==> src/rtl/rotmask_pkg.sv <==
package rotmask_pkg;

  typedef struct packed {
    logic [5:0] opc;
    logic [4:0] rsIdx;
    logic [4:0] raIdx;
    logic [4:0] rbSh;
    logic [4:0] maskBeg;
    logic [4:0] maskEnd;
    logic       recBit;
  } instrFields_t;

  typedef struct packed {
    logic load;
    logic selInsert;
    logic legal;
    logic recCond;
  } dpStrobe_t;

endpackage

==> src/rtl/rotmask_maskgen.sv <==
module rotmask_maskgen #(
  parameter int HALF_W = 32,
  parameter int IDX_W  = $clog2(HALF_W)
) (
  input  logic [IDX_W-1:0]    maskBeg,
  input  logic [IDX_W-1:0]    maskEnd,
  output logic [2*HALF_W-1:0] maskVal
);
  logic wrapMask;
  logic [HALF_W-1:0] lowMask;

  assign wrapMask = maskBeg > maskEnd;

  // Bit j of the low word sits at MSB-first position HALF_W-1-j.
  for (genvar j = 0; j < HALF_W; j++) begin : g_bit
    localparam logic [IDX_W-1:0] POS = IDX_W'(HALF_W - 1 - j);
    logic geBeg;
    logic leEnd;
    assign geBeg = POS >= maskBeg;
    assign leEnd = POS <= maskEnd;
    assign lowMask[j] = wrapMask ? (geBeg | leEnd) : (geBeg & leEnd);
  end

  assign maskVal = {{HALF_W{wrapMask}}, lowMask};
endmodule

==> src/rtl/rotmask_ctrl.sv <==
module rotmask_ctrl
  import rotmask_pkg::*;
#(
  parameter logic [5:0] OPC_ROTAND = 6'd23,
  parameter logic [5:0] OPC_INSERT = 6'd20
) (
  input  logic       clk,
  input  logic       rst_n,
  input  logic       inValid,
  input  logic       outReady,
  input  logic [5:0] opc,
  input  logic       recBit,
  output logic       inReady,
  output logic       outValid,
  output logic       illegalOp,
  output logic       resWrite,
  output logic       condWrite,
  output dpStrobe_t  strobe
);
  logic accept;
  logic isRot;
  logic isIns;
  logic legalOp;

  assign isRot   = opc == OPC_ROTAND;
  assign isIns   = opc == OPC_INSERT;
  assign legalOp = isRot | isIns;
  assign inReady = !outValid || outReady;
  assign accept  = inValid && inReady;

  always_comb begin
    strobe.load      = accept;
    strobe.selInsert = isIns;
    strobe.legal     = legalOp;
    strobe.recCond   = recBit && legalOp;
  end

  always_ff @(posedge clk or negedge rst_n) begin
    if (!rst_n) begin
      outValid  <= 1'b0;
      illegalOp <= 1'b0;
      resWrite  <= 1'b0;
      condWrite <= 1'b0;
    end else if (accept) begin
      outValid  <= 1'b1;
      illegalOp <= !legalOp;
      resWrite  <= legalOp;
      condWrite <= recBit && legalOp;
    end else if (outReady) begin
      outValid  <= 1'b0;
      illegalOp <= 1'b0;
      resWrite  <= 1'b0;
      condWrite <= 1'b0;
    end
  end
endmodule

==> src/rtl/rotmask_dp.sv <==
module rotmask_dp
  import rotmask_pkg::*;
#(
  parameter int XLEN   = 64,
  parameter int HALF_W = XLEN / 2,
  parameter int IDX_W  = $clog2(HALF_W)
) (
  input  logic              clk,
  input  logic              rst_n,
  input  dpStrobe_t         strobe,
  input  logic [IDX_W-1:0]  shImm,
  input  logic [IDX_W-1:0]  shReg,
  input  logic [IDX_W-1:0]  maskBeg,
  input  logic [IDX_W-1:0]  maskEnd,
  input  logic [HALF_W-1:0] srcLow,
  input  logic [XLEN-1:0]   dstVal,
  input  logic              sumOvf,
  output logic [XLEN-1:0]   resultVal,
  output logic [3:0]        condVal
);
  logic [IDX_W-1:0]  rotCount;
  logic [XLEN-1:0]   dblShift;
  logic [HALF_W-1:0] rotWord;
  logic [XLEN-1:0]   replWord;
  logic [XLEN-1:0]   maskVal;
  logic [XLEN-1:0]   andPart;
  logic [XLEN-1:0]   nextRes;
  logic              isNeg;
  logic              isZero;
  logic [3:0]        nextCond;

  rotmask_maskgen #(.HALF_W(HALF_W), .IDX_W(IDX_W)) u_maskgen (
    .maskBeg (maskBeg),
    .maskEnd (maskEnd),
    .maskVal (maskVal)
  );

  assign rotCount = strobe.selInsert ? shImm : shReg;
  assign dblShift = {srcLow, srcLow} << rotCount;
  assign rotWord  = dblShift[XLEN-1:HALF_W];
  assign replWord = {rotWord, rotWord};
  assign andPart  = replWord & maskVal;
  assign nextRes  = strobe.selInsert ? (andPart | (dstVal & ~maskVal)) : andPart;

  assign isNeg    = nextRes[XLEN-1];
  assign isZero   = nextRes == '0;
  assign nextCond = {isNeg, !isNeg && !isZero, isZero, sumOvf};

  always_ff @(posedge clk or negedge rst_n) begin
    if (!rst_n) begin
      resultVal <= '0;
      condVal   <= '0;
    end else if (strobe.load) begin
      resultVal <= strobe.legal ? nextRes : '0;
      condVal   <= strobe.recCond ? nextCond : 4'b0000;
    end
  end
endmodule

==> src/rtl/rotmask_unit.sv <==
module rotmask_unit
  import rotmask_pkg::*;
#(
  parameter int XLEN = 64,
  parameter logic [5:0] OPC_ROTAND = 6'd23,
  parameter logic [5:0] OPC_INSERT = 6'd20
) (
  input  logic            clk,
  input  logic            rst_n,
  input  logic            inValid,
  output logic            inReady,
  input  logic [31:0]     instrWord,
  input  logic [XLEN-1:0] srcVal,
  input  logic [XLEN-1:0] dstVal,
  input  logic [XLEN-1:0] shiftVal,
  input  logic            sumOvf,
  output logic            outValid,
  input  logic            outReady,
  output logic [XLEN-1:0] resultVal,
  output logic            resWrite,
  output logic            condWrite,
  output logic [3:0]      condVal,
  output logic            illegalOp
);
  localparam int HALF_W = XLEN / 2;
  localparam int IDX_W  = $clog2(HALF_W);

  instrFields_t fields;
  dpStrobe_t    strobe;
  logic         unusedBits;

  assign fields     = instrFields_t'(instrWord);
  assign unusedBits = ^{fields.rsIdx, fields.raIdx, srcVal[XLEN-1:HALF_W], shiftVal[XLEN-1:IDX_W]};

  rotmask_ctrl #(.OPC_ROTAND(OPC_ROTAND), .OPC_INSERT(OPC_INSERT)) u_ctrl (
    .clk       (clk),
    .rst_n     (rst_n),
    .inValid   (inValid),
    .outReady  (outReady),
    .opc       (fields.opc),
    .recBit    (fields.recBit),
    .inReady   (inReady),
    .outValid  (outValid),
    .illegalOp (illegalOp),
    .resWrite  (resWrite),
    .condWrite (condWrite),
    .strobe    (strobe)
  );

  rotmask_dp #(.XLEN(XLEN), .HALF_W(HALF_W), .IDX_W(IDX_W)) u_dp (
    .clk       (clk),
    .rst_n     (rst_n),
    .strobe    (strobe),
    .shImm     (fields.rbSh[IDX_W-1:0]),
    .shReg     (shiftVal[IDX_W-1:0]),
    .maskBeg   (fields.maskBeg[IDX_W-1:0]),
    .maskEnd   (fields.maskEnd[IDX_W-1:0]),
    .srcLow    (srcVal[HALF_W-1:0]),
    .dstVal    (dstVal),
    .sumOvf    (sumOvf),
    .resultVal (resultVal),
    .condVal   (condVal)
  );
endmodule

==> config.mk <==
export PLATFORM = sky130hd
export DESIGN_NAME = rotmask_unit
export DESIGN_NICKNAME = d
export VERILOG_FILES = /design/src/rtl/rotmask_pkg.sv /design/src/rtl/rotmask_maskgen.sv /design/src/rtl/rotmask_ctrl.sv /design/src/rtl/rotmask_dp.sv /design/src/rtl/rotmask_unit.sv
export SDC_FILE = /design/constraint.sdc
export NUM_CORES = 1
export LEC_CHECK = 0
export BUFFER_PORTS_ARGS = -buffer_cell sky130_fd_sc_hd__buf_2
export CAP_MARGIN = 10
export CORE_MARGIN = 3
export CORE_UTILIZATION = 35
export DETAILED_ROUTE_END_ITERATION = 16
export HOLD_SLACK_MARGIN = 0.06
export PLACE_DENSITY_LB_ADDON = 0.05
export SYNTH_ARGS = -nofsm -noshare
export SYNTH_HDL_FRONTEND = slang
export SYNTH_SLANG_ARGS = --single-unit
==> constraint.sdc <==
create_clock -name clk -period 1.3 [get_ports clk]
set_input_delay 0 -clock clk [delete_from_list [all_inputs] [get_ports clk]]
set_output_delay 0 -clock clk [all_outputs]
set_load 0.03 [all_outputs]
Word level (Yosys, flattened, before mapping)
Cells that the tools add are included.
{"block": "classes", "magnitude_cmp": 65, "n_eq_ne": 2, "n_shift": 1, "muxes": 41, "n_bitwise": 69, "n_reduce_logical": 10}
{"op": "64-bit bitwise AND", "count": 2}
{"op": "64-bit two-way mux", "count": 2}
{"op": "5-bit greater-or-equal comparator, first input constant", "count": 16}
{"op": "5-bit <= comparator, first input constant", "count": 16}
{"op": "64-bit logical NOT", "count": 1}
{"op": "64-bit NOT", "count": 1}
{"op": "64-bit bitwise OR", "count": 1}
{"op": "64-bit by 5-bit << shifter with 64-bit output", "count": 1}
{"op": "4-bit by 5-bit greater-or-equal comparator with 1-bit output, first input constant", "count": 8}
{"op": "4-bit by 5-bit <= comparator with 1-bit output, first input constant", "count": 8}
{"op": "1-bit two-way mux", "count": 37}
{"op": "1-bit bitwise OR", "count": 33}
{"op": "1-bit bitwise AND", "count": 32}
{"op": "3-bit by 5-bit greater-or-equal comparator with 1-bit output, first input constant", "count": 4}
{"op": "3-bit by 5-bit <= comparator with 1-bit output, first input constant", "count": 4}
{"op": "6-bit by 5-bit == test with 1-bit output, second input constant", "count": 2}
{"op": "1-bit by 5-bit greater-or-equal comparator with 1-bit output, first input constant", "count": 2}
{"op": "2-bit by 5-bit greater-or-equal comparator with 1-bit output, first input constant", "count": 2}
{"op": "1-bit by 5-bit <= comparator with 1-bit output, first input constant", "count": 2}
{"op": "2-bit by 5-bit <= comparator with 1-bit output, first input constant", "count": 2}
{"op": "5-bit > comparator", "count": 1}
{"op": "5-bit two-way mux", "count": 1}
{"op": "1-bit logical NOT", "count": 4}
{"op": "4-bit two-way mux", "count": 1}
{"op": "other kinds (3)", "count": 5}
{"block": "totals", "ff_bits": 72, "out_inout_bits": 73, "word_cells": 194}

Logic depth before layout (Yosys ltp)
Gate-level depths: netlist of the first run.
{"block": "depth", "word_depth": 11, "mapped_depth": 16, "depth_no_buf": 14}

Cells and area by module
A second synthesis of the first run with hierarchy kept.
{"block": "unflattened", "hier_cells": 946, "area_unflattened_um2": 6866.6}
{"mod": "rotmask_dp", "instances": 1, "cells_each": 748, "area_each_um2": 5368.9}
{"mod": "rotmask_maskgen", "instances": 1, "cells_each": 177, "area_each_um2": 1257.5}
{"mod": "rotmask_ctrl", "instances": 1, "cells_each": 21, "area_each_um2": 240.2}

Worst setup path after synthesis of the first run
OpenSTA, ideal clock, no wires.
{"block": "synth_path", "path_kind": "input port to flip-flop", "startpoint": "input port instrWord[29]", "endpoint": "register u_dp.condVal[2]", "t_arrival_ns": 3.008, "path_slack_ns": -1.838, "stages": 13, "n_path_buf": 1, "path_cell_list": "and4bb_1 -> buf_6 -> nand2_8 -> a311oi_2 -> mux2i_1 -> mux2_2 -> a211o_1 -> a21oi_2 -> or4b_1 -> o31a_1 -> a2111oi_4 -> a2bb2oi_2 -> o21ai_1"}
{"block": "synth_between", "elab_chain_cells": 10, "elab_cells_between_ends": 14}
{"element": "start, declared", "line": "rotmask_unit.sv:12", "text": "input logic [31:0] instrWord,"}
{"element": "6-bit by 5-bit == test with 1-bit output", "line": "rotmask_ctrl.sv:26", "text": "assign isIns = opc == OPC_INSERT;"}
{"element": "5-bit two-way mux", "line": "rotmask_dp.sv:38", "text": "assign rotCount = strobe.selInsert ? shImm : shReg;"}
{"element": "64-bit by 5-bit << shifter with 64-bit output", "line": "rotmask_dp.sv:39", "text": "assign dblShift = {srcLow, srcLow} << rotCount;"}
{"element": "64-bit bitwise AND", "line": "rotmask_dp.sv:42", "text": "assign andPart = replWord & maskVal;"}
{"element": "64-bit bitwise OR", "line": "rotmask_dp.sv:43", "text": "assign nextRes = strobe.selInsert ? (andPart | (dstVal & ~maskVal)) : andPart;"}
{"element": "64-bit two-way mux", "line": "rotmask_dp.sv:43"}
{"element": "64-bit logical NOT", "line": "rotmask_dp.sv:46", "text": "assign isZero = nextRes == '0;"}
{"element": "1-bit logical NOT", "line": "rotmask_dp.sv:47", "text": "assign nextCond = {isNeg, !isNeg && !isZero, isZero, sumOvf};"}
{"element": "1-bit logical AND", "line": "rotmask_dp.sv:47"}
{"element": "4-bit two-way mux (*)", "line": "rotmask_dp.sv:55", "text": "condVal <= strobe.recCond ? nextCond : 4'b0000;"}
{"element": "end signal, assigned", "line": "rotmask_dp.sv:55"}
{"element": "end, declared", "line": "rotmask_dp.sv:19", "text": "output logic [3:0] condVal"}
Mark *: on every way between the ends. The rest lies on a longest branch, timed or not.
A chain may end at the register's enable or synchronous reset.

Worst setup path after layout of the first run
Same ends and word-level chain as after synthesis.

==> impl_metrics.toml, run 1 <==
[finish]
seq_area_um2 = 1800
nets = 2073
drive_gt1_share_pct = 60.8
multi_input_area_um2 = 8810
nFillCells = 1944
final_cell_mix = "381 x buf_4, 193 x buf_2, 157 x nand2_1"
syn2layout_area_growth_pct = 98.2
final_common_cell = "buf_4"

[cts]
clock_sinks = 72
clk_path_buf_depth = 2
htreeDepth = 3
cts_tree = "done"
cts_buffers = 9
cts_root_buf = "clkbuf_16"
clkLatencyLatePin_ns = 0.35
clk_pin_slew_worst_paths_ns = 0.06

[setup_path]
slowest_stage = "or4b_1"
end_kind = "flip-flop"
cp_max_fo = 8
cp.required_ns = 1.52
arrival_ns = 3.38
crit_chain = "buf_6, and4bb_4, buf_12, nand2_8, buf_6, a311oi_2, buf_4, buf_6, mux2_4, buf_6, o22ai_4, inv_1, o211ai_1, or4b_1, o31a_1, a2111oi_4, a2bb2oi_2, o21ai_1"
max_stage_delay_ns = 0.55
worstSetupStartpointType = "input port"
reg2regPathDepth = 4
critical_path_class = "in2reg"
cp_common_cell = "buf_6"

[drt]
drc = 0
dr.pass1.iters = 6
wl_per_cell_um = 23.3
routed_wl_mm = 50.6
dr_total_vias = 12900
drt-vias-per-instance = 5.93
drt_iter0_drc = 1332
antenna_left = 0

[synthesis]
yosysSeqAreaShare_pct = 20.6
synthCells = 1179
synthArstFlopShare_pct = 100
synth-edff-count = 0
ys_types = 84
syn_area_per_cell_um2 = 7.43
synth.cell_area_um2 = 8760
ys.warnings.count = 0
synth-seq-cells = 72
syn_nets = 1413
yosys_most_used_dff = "dfrtp_1"

[die]
dieArea_um2 = 27000
pin_count = 302
start_util_pct = 35.8
die_y_um = 164
coreArea_um2 = 24500
die_w_um = 164
rows = 57

[status]
status = "complete, but fails checks"
violations = "negative setup slack"

[power_and_ir_drop]
p_leak_nw = 7.81
peakVddDrop_v = 0.000667
power_density_nw_per_um2 = 702

[sta]
skew_ns = 0.00997
fmax_mhz = 317
layout_min_cycle_time_ns = 3.15
final.setup.tns_ns = -74.22
slew_viol_final = 0
max_slew_margin_pct = 56.9
setup_viol = 67
rsz0062_at_grt = "yes"
fin_ws_ns = -1.85
tightest_slew_ns = 0.647
period_share_pct = 243
hold_viol_final = 0

[worst_hold_path]
min_path_cells = 4
min_path_type = "in2reg"

[grt]
grt_overflow_total = 0
antenna_found_initial = 2
grt_max_degree = 55
grt_pass1_wl_mm = 72.3
grt_pass1_vias = 12100
grt_use_total_pct = 35.0

[place]
hpwl_mm = 37.7
portBuffers = 200
dp_slack_ns = -2.55
globalplace.congestion = 0.985

[run]
drv_cap = 0
[metrics by stage]
stage	std cells	total power, W	hold slack, ns	area (um^2)	util, %
5_1_grt	2169	0.0126	0.109	17400	71.0
3_3_place_gp	2018	0.00767	-0.0541	13400	54.9
3_5_place_dp	2018	0.00766	-0.0597	13400	54.9
4_1_cts	2119	0.0111	0.0654	15800	64.6
6_report	2169	0.0122	0.0810	17400	71.0
2_1_floorplan	1179	0.00484	-0.296	9300	-
[cells in the mapped netlist, types with 4 or more instances]
cell type | n | area (um^2)
a211o_1 | 12 | 105
a211oi_1 | 30 | 225
a21boi_0 | 5 | 37.5
a21o_1 | 6 | 45.0
a21oi_1 | 75 | 375
a221oi_1 | 4 | 35.0
a222oi_1 | 6 | 60.1
a22o_1 | 47 | 412
a22oi_1 | 27 | 203
a311oi_1 | 4 | 35.0
a311oi_2 | 5 | 75.1
a31oi_1 | 11 | 68.8
a32o_1 | 4 | 40.0
and2_1 | 8 | 50.1
and3_1 | 31 | 194
buf_2 | 31 | 155
buf_4 | 11 | 82.6
buf_6 | 5 | 56.3
clkbuf_1 | 52 | 195
dfrtp_1 | 72 | 1800
ha_1 | 5 | 62.6
inv_1 | 8 | 30.0
maj3_1 | 27 | 270
mux2_2 | 22 | 248
mux2i_1 | 45 | 450
mux4_2 | 7 | 158
nand2_1 | 177 | 664
nand2b_1 | 69 | 432
nand3_1 | 47 | 235
nand4_1 | 7 | 43.8
nor2_1 | 90 | 338
nor2b_1 | 6 | 37.5
nor3_1 | 13 | 65.1
nor4_1 | 10 | 62.6
o211ai_1 | 15 | 113
o21a_1 | 7 | 52.6
o21ai_0 | 70 | 350
o21ai_1 | 4 | 20.0
o221ai_1 | 7 | 61.3
o22ai_1 | 27 | 169
o32ai_1 | 6 | 52.6
[power by group]
group | leakage, nW | total (W) | internal [W] | switching, W
clock | 0.125 | 0.00235 | 0.00130 | 0.00106
combinational | 6.68 | 0.00756 | 0.00371 | 0.00386
sequential | 0.999 | 0.00228 | 0.00226 | 0.0000137
[layout make-up]
type | instances | share of cell area, %
Tap cell | 324 | 2.33
Antenna cell | 1 | 0.0144
Timing Repair Buffer | 746 | 34.7
Sequential cell | 72 | 10.4
Clock inverter | 6 | 0.259
Clock buffer | 10 | 1.32
Inverter | 8 | 0.267
Multi-Input combinational cell | 1002 | 50.7
[kinds of logic after synthesis]
logic type | share of synthesized area (%)
AO/OA/AOI/OAI | 32.3
adder cells (fa/ha/maj) | 3.80
buffers and inverters | 6.01
flip-flops | 20.6
multiplexers | 10.0
AND/OR/NAND/NOR | 27.3
[repair_timing]
action,CTS,global route
endpoints found under the setup margin,67,67
pin swaps,92,146
gates cloned,5,3
hold buffers,9,0
hold endpoints to repair,81,0
setup buffers,81,79
resized for setup,310,271
[per-layer routing]
metal	wire length [um]	share of wire, %	GRT usage (%)
met5	0	0	0
met1	21300	42	49.0
met3	4230	8.4	5.80
met2	23500	46	55.1
met4	1580	3.1	10.6
[path summary, 6_finish.rpt]
kind,startpoint,endpoint,slack (ns)
min in group asynchronous,rst_n,u_dp.resultVal[40],0.13
max,instrWord[29],u_dp.condVal[2],-1.85
max in group asynchronous,rst_n,u_ctrl.outValid,0.66
max reg2reg,u_ctrl.outValid,u_dp.resultVal[34],0.03
min reg2reg,u_dp.resultVal[22],u_dp.resultVal[22],0.47
min,dstVal[32],u_dp.resultVal[32],0.08
[registers in the layout (all words and copies together) (netlist names)]
signal	count
u_dp.condVal	4
u_ctrl.condWrite	1
u_ctrl.outValid	1
u_ctrl.illegalOp	1
u_ctrl.resWrite	1
u_dp.resultVal	64
[worst max-delay path: cells and delay by family]
family          cells  cell delay, ns
mux                 1            0.18
simple gates        3            1.04
buf+inv             7            0.90
compound gates      7            1.23
Power figures use the tool's default switching activity.
==> inputs of run 2 (changes only) <==
--- a/config.mk
+++ b/config.mk
@@ -8,8 +8,9 @@
 export BUFFER_PORTS_ARGS = -buffer_cell sky130_fd_sc_hd__buf_2
 export CAP_MARGIN = 10
 export CORE_MARGIN = 3
-export CORE_UTILIZATION = 35
+export CORE_UTILIZATION = 47
 export DETAILED_ROUTE_END_ITERATION = 16
+export GPL_ROUTABILITY_DRIVEN = 0
 export HOLD_SLACK_MARGIN = 0.06
 export PLACE_DENSITY_LB_ADDON = 0.05
 export SYNTH_ARGS = -nofsm -noshare
==> run 2 against run 1 <==
Compared with the run above:
- the run now fails in 5_1_grt
- synthesized area did not move
- synthesized cell count did not move
==> impl_metrics.toml, run 2 <==
[status]
status = "aborted with a tool error"
haltStage = "5_1_grt"
error = "[ERROR GRT-0232] Routing congestion too high. Check the congestion heatmap in the GUI."

[die]
start_util_pct = 48.3
die_y_um = 143
pin_count = 302
rows = 49
die_w_um = 143

[synthesis]
synth.area.top_cells = "dfrtp_1 21%, nand2_1 7.6%, mux2i_1 5.1%, nand2b_1 4.9%, a22o_1 4.7%"
yosysSeqAreaShare_pct = 20.6
synth-edff-count = 0
synth_top_family_by_area = "compound AO/OA/AOI/OAI gates"
yosys_most_used_dff = "dfrtp_1"
synthCells = 1179
synth.cell_area_um2 = 8760
synth_mux_area_share_pct = 10.0
synth_top_area_share_pct = 20.6
ys_types = 84
syn_area_per_cell_um2 = 7.43
synth-seq-cells = 72
synthArstFlopShare_pct = 100
syn_nets = 1413
synth_commonest_cells = "177 x nand2_1, 90 x nor2_1, 75 x a21oi_1, 72 x dfrtp_1, 70 x o21ai_0"
synth_fa_ha_area_share_pct = 3.80
synthXorXnorAreaFrac_pct = 0
synth_most_common_cell = "nand2_1"
ys.warnings.count = 0
synth_compound_area_share_pct = 32.3
synthSimpleGateAreaFrac_pct = 27.3
synth.largest_area_cell = "dfrtp_1"

[place]
portBuffers = 200
hpwl_mm = 33.0
dpl.cell_count = 1899

[sta]
worst_path_end_type = "register data pin"
grt-worst-endpoint = "u_dp.condVal[1]$_DFFE_PN0P_/D"

[cts]
clk_path_buf_depth = 2
htreeDepth = 3
cts_buffers = 9
cts_root_buf = "clkbuf_16"
clock_sinks = 72

[grt]
grt_max_degree = 73
antenna_found_initial = 4
grt_use_total_pct = 77.2
grt_overflow_total = 47
==> run 2: cell counts after synthesis <==
No cell type changed its count.
==> run 2: metal layers <==
layer  track usage [%]  GRT overflow
met1              78.9             1
met2              90.7            24
met3              65.0             0
met4              73.9            22
met5              28.7             0
==> run 2: logic make-up after synthesis <==
group                    count (synthesis)
AND/OR/NAND/NOR                        488
AO/OA/AOI/OAI                          402
buffers and inverters                  109
multiplexers                            76
flip-flops                              72
adder cells (fa/ha/maj)                 32
==> run 2: timing repair <==
item | 4_1_cts
hold endpoints to repair | 81
gates resized for setup | 289
setup buffers | 65
hold buffers | 9
cloned | 7
endpoints found under the setup margin | 67
pin swaps | 54
==> run 2: per-stage QoR <==
stage	worst slack (ns)	TNS (ns)	hold WS, ns	cell area (um^2)
after floorplan	-1.68	-53.40	-0.296	9300
after global placement	-2.42	-100.19	0.0552	13200
after detailed placement	-2.48	-104.12	0.0578	13200
after CTS	-1.82	-70.57	0.0680	15500
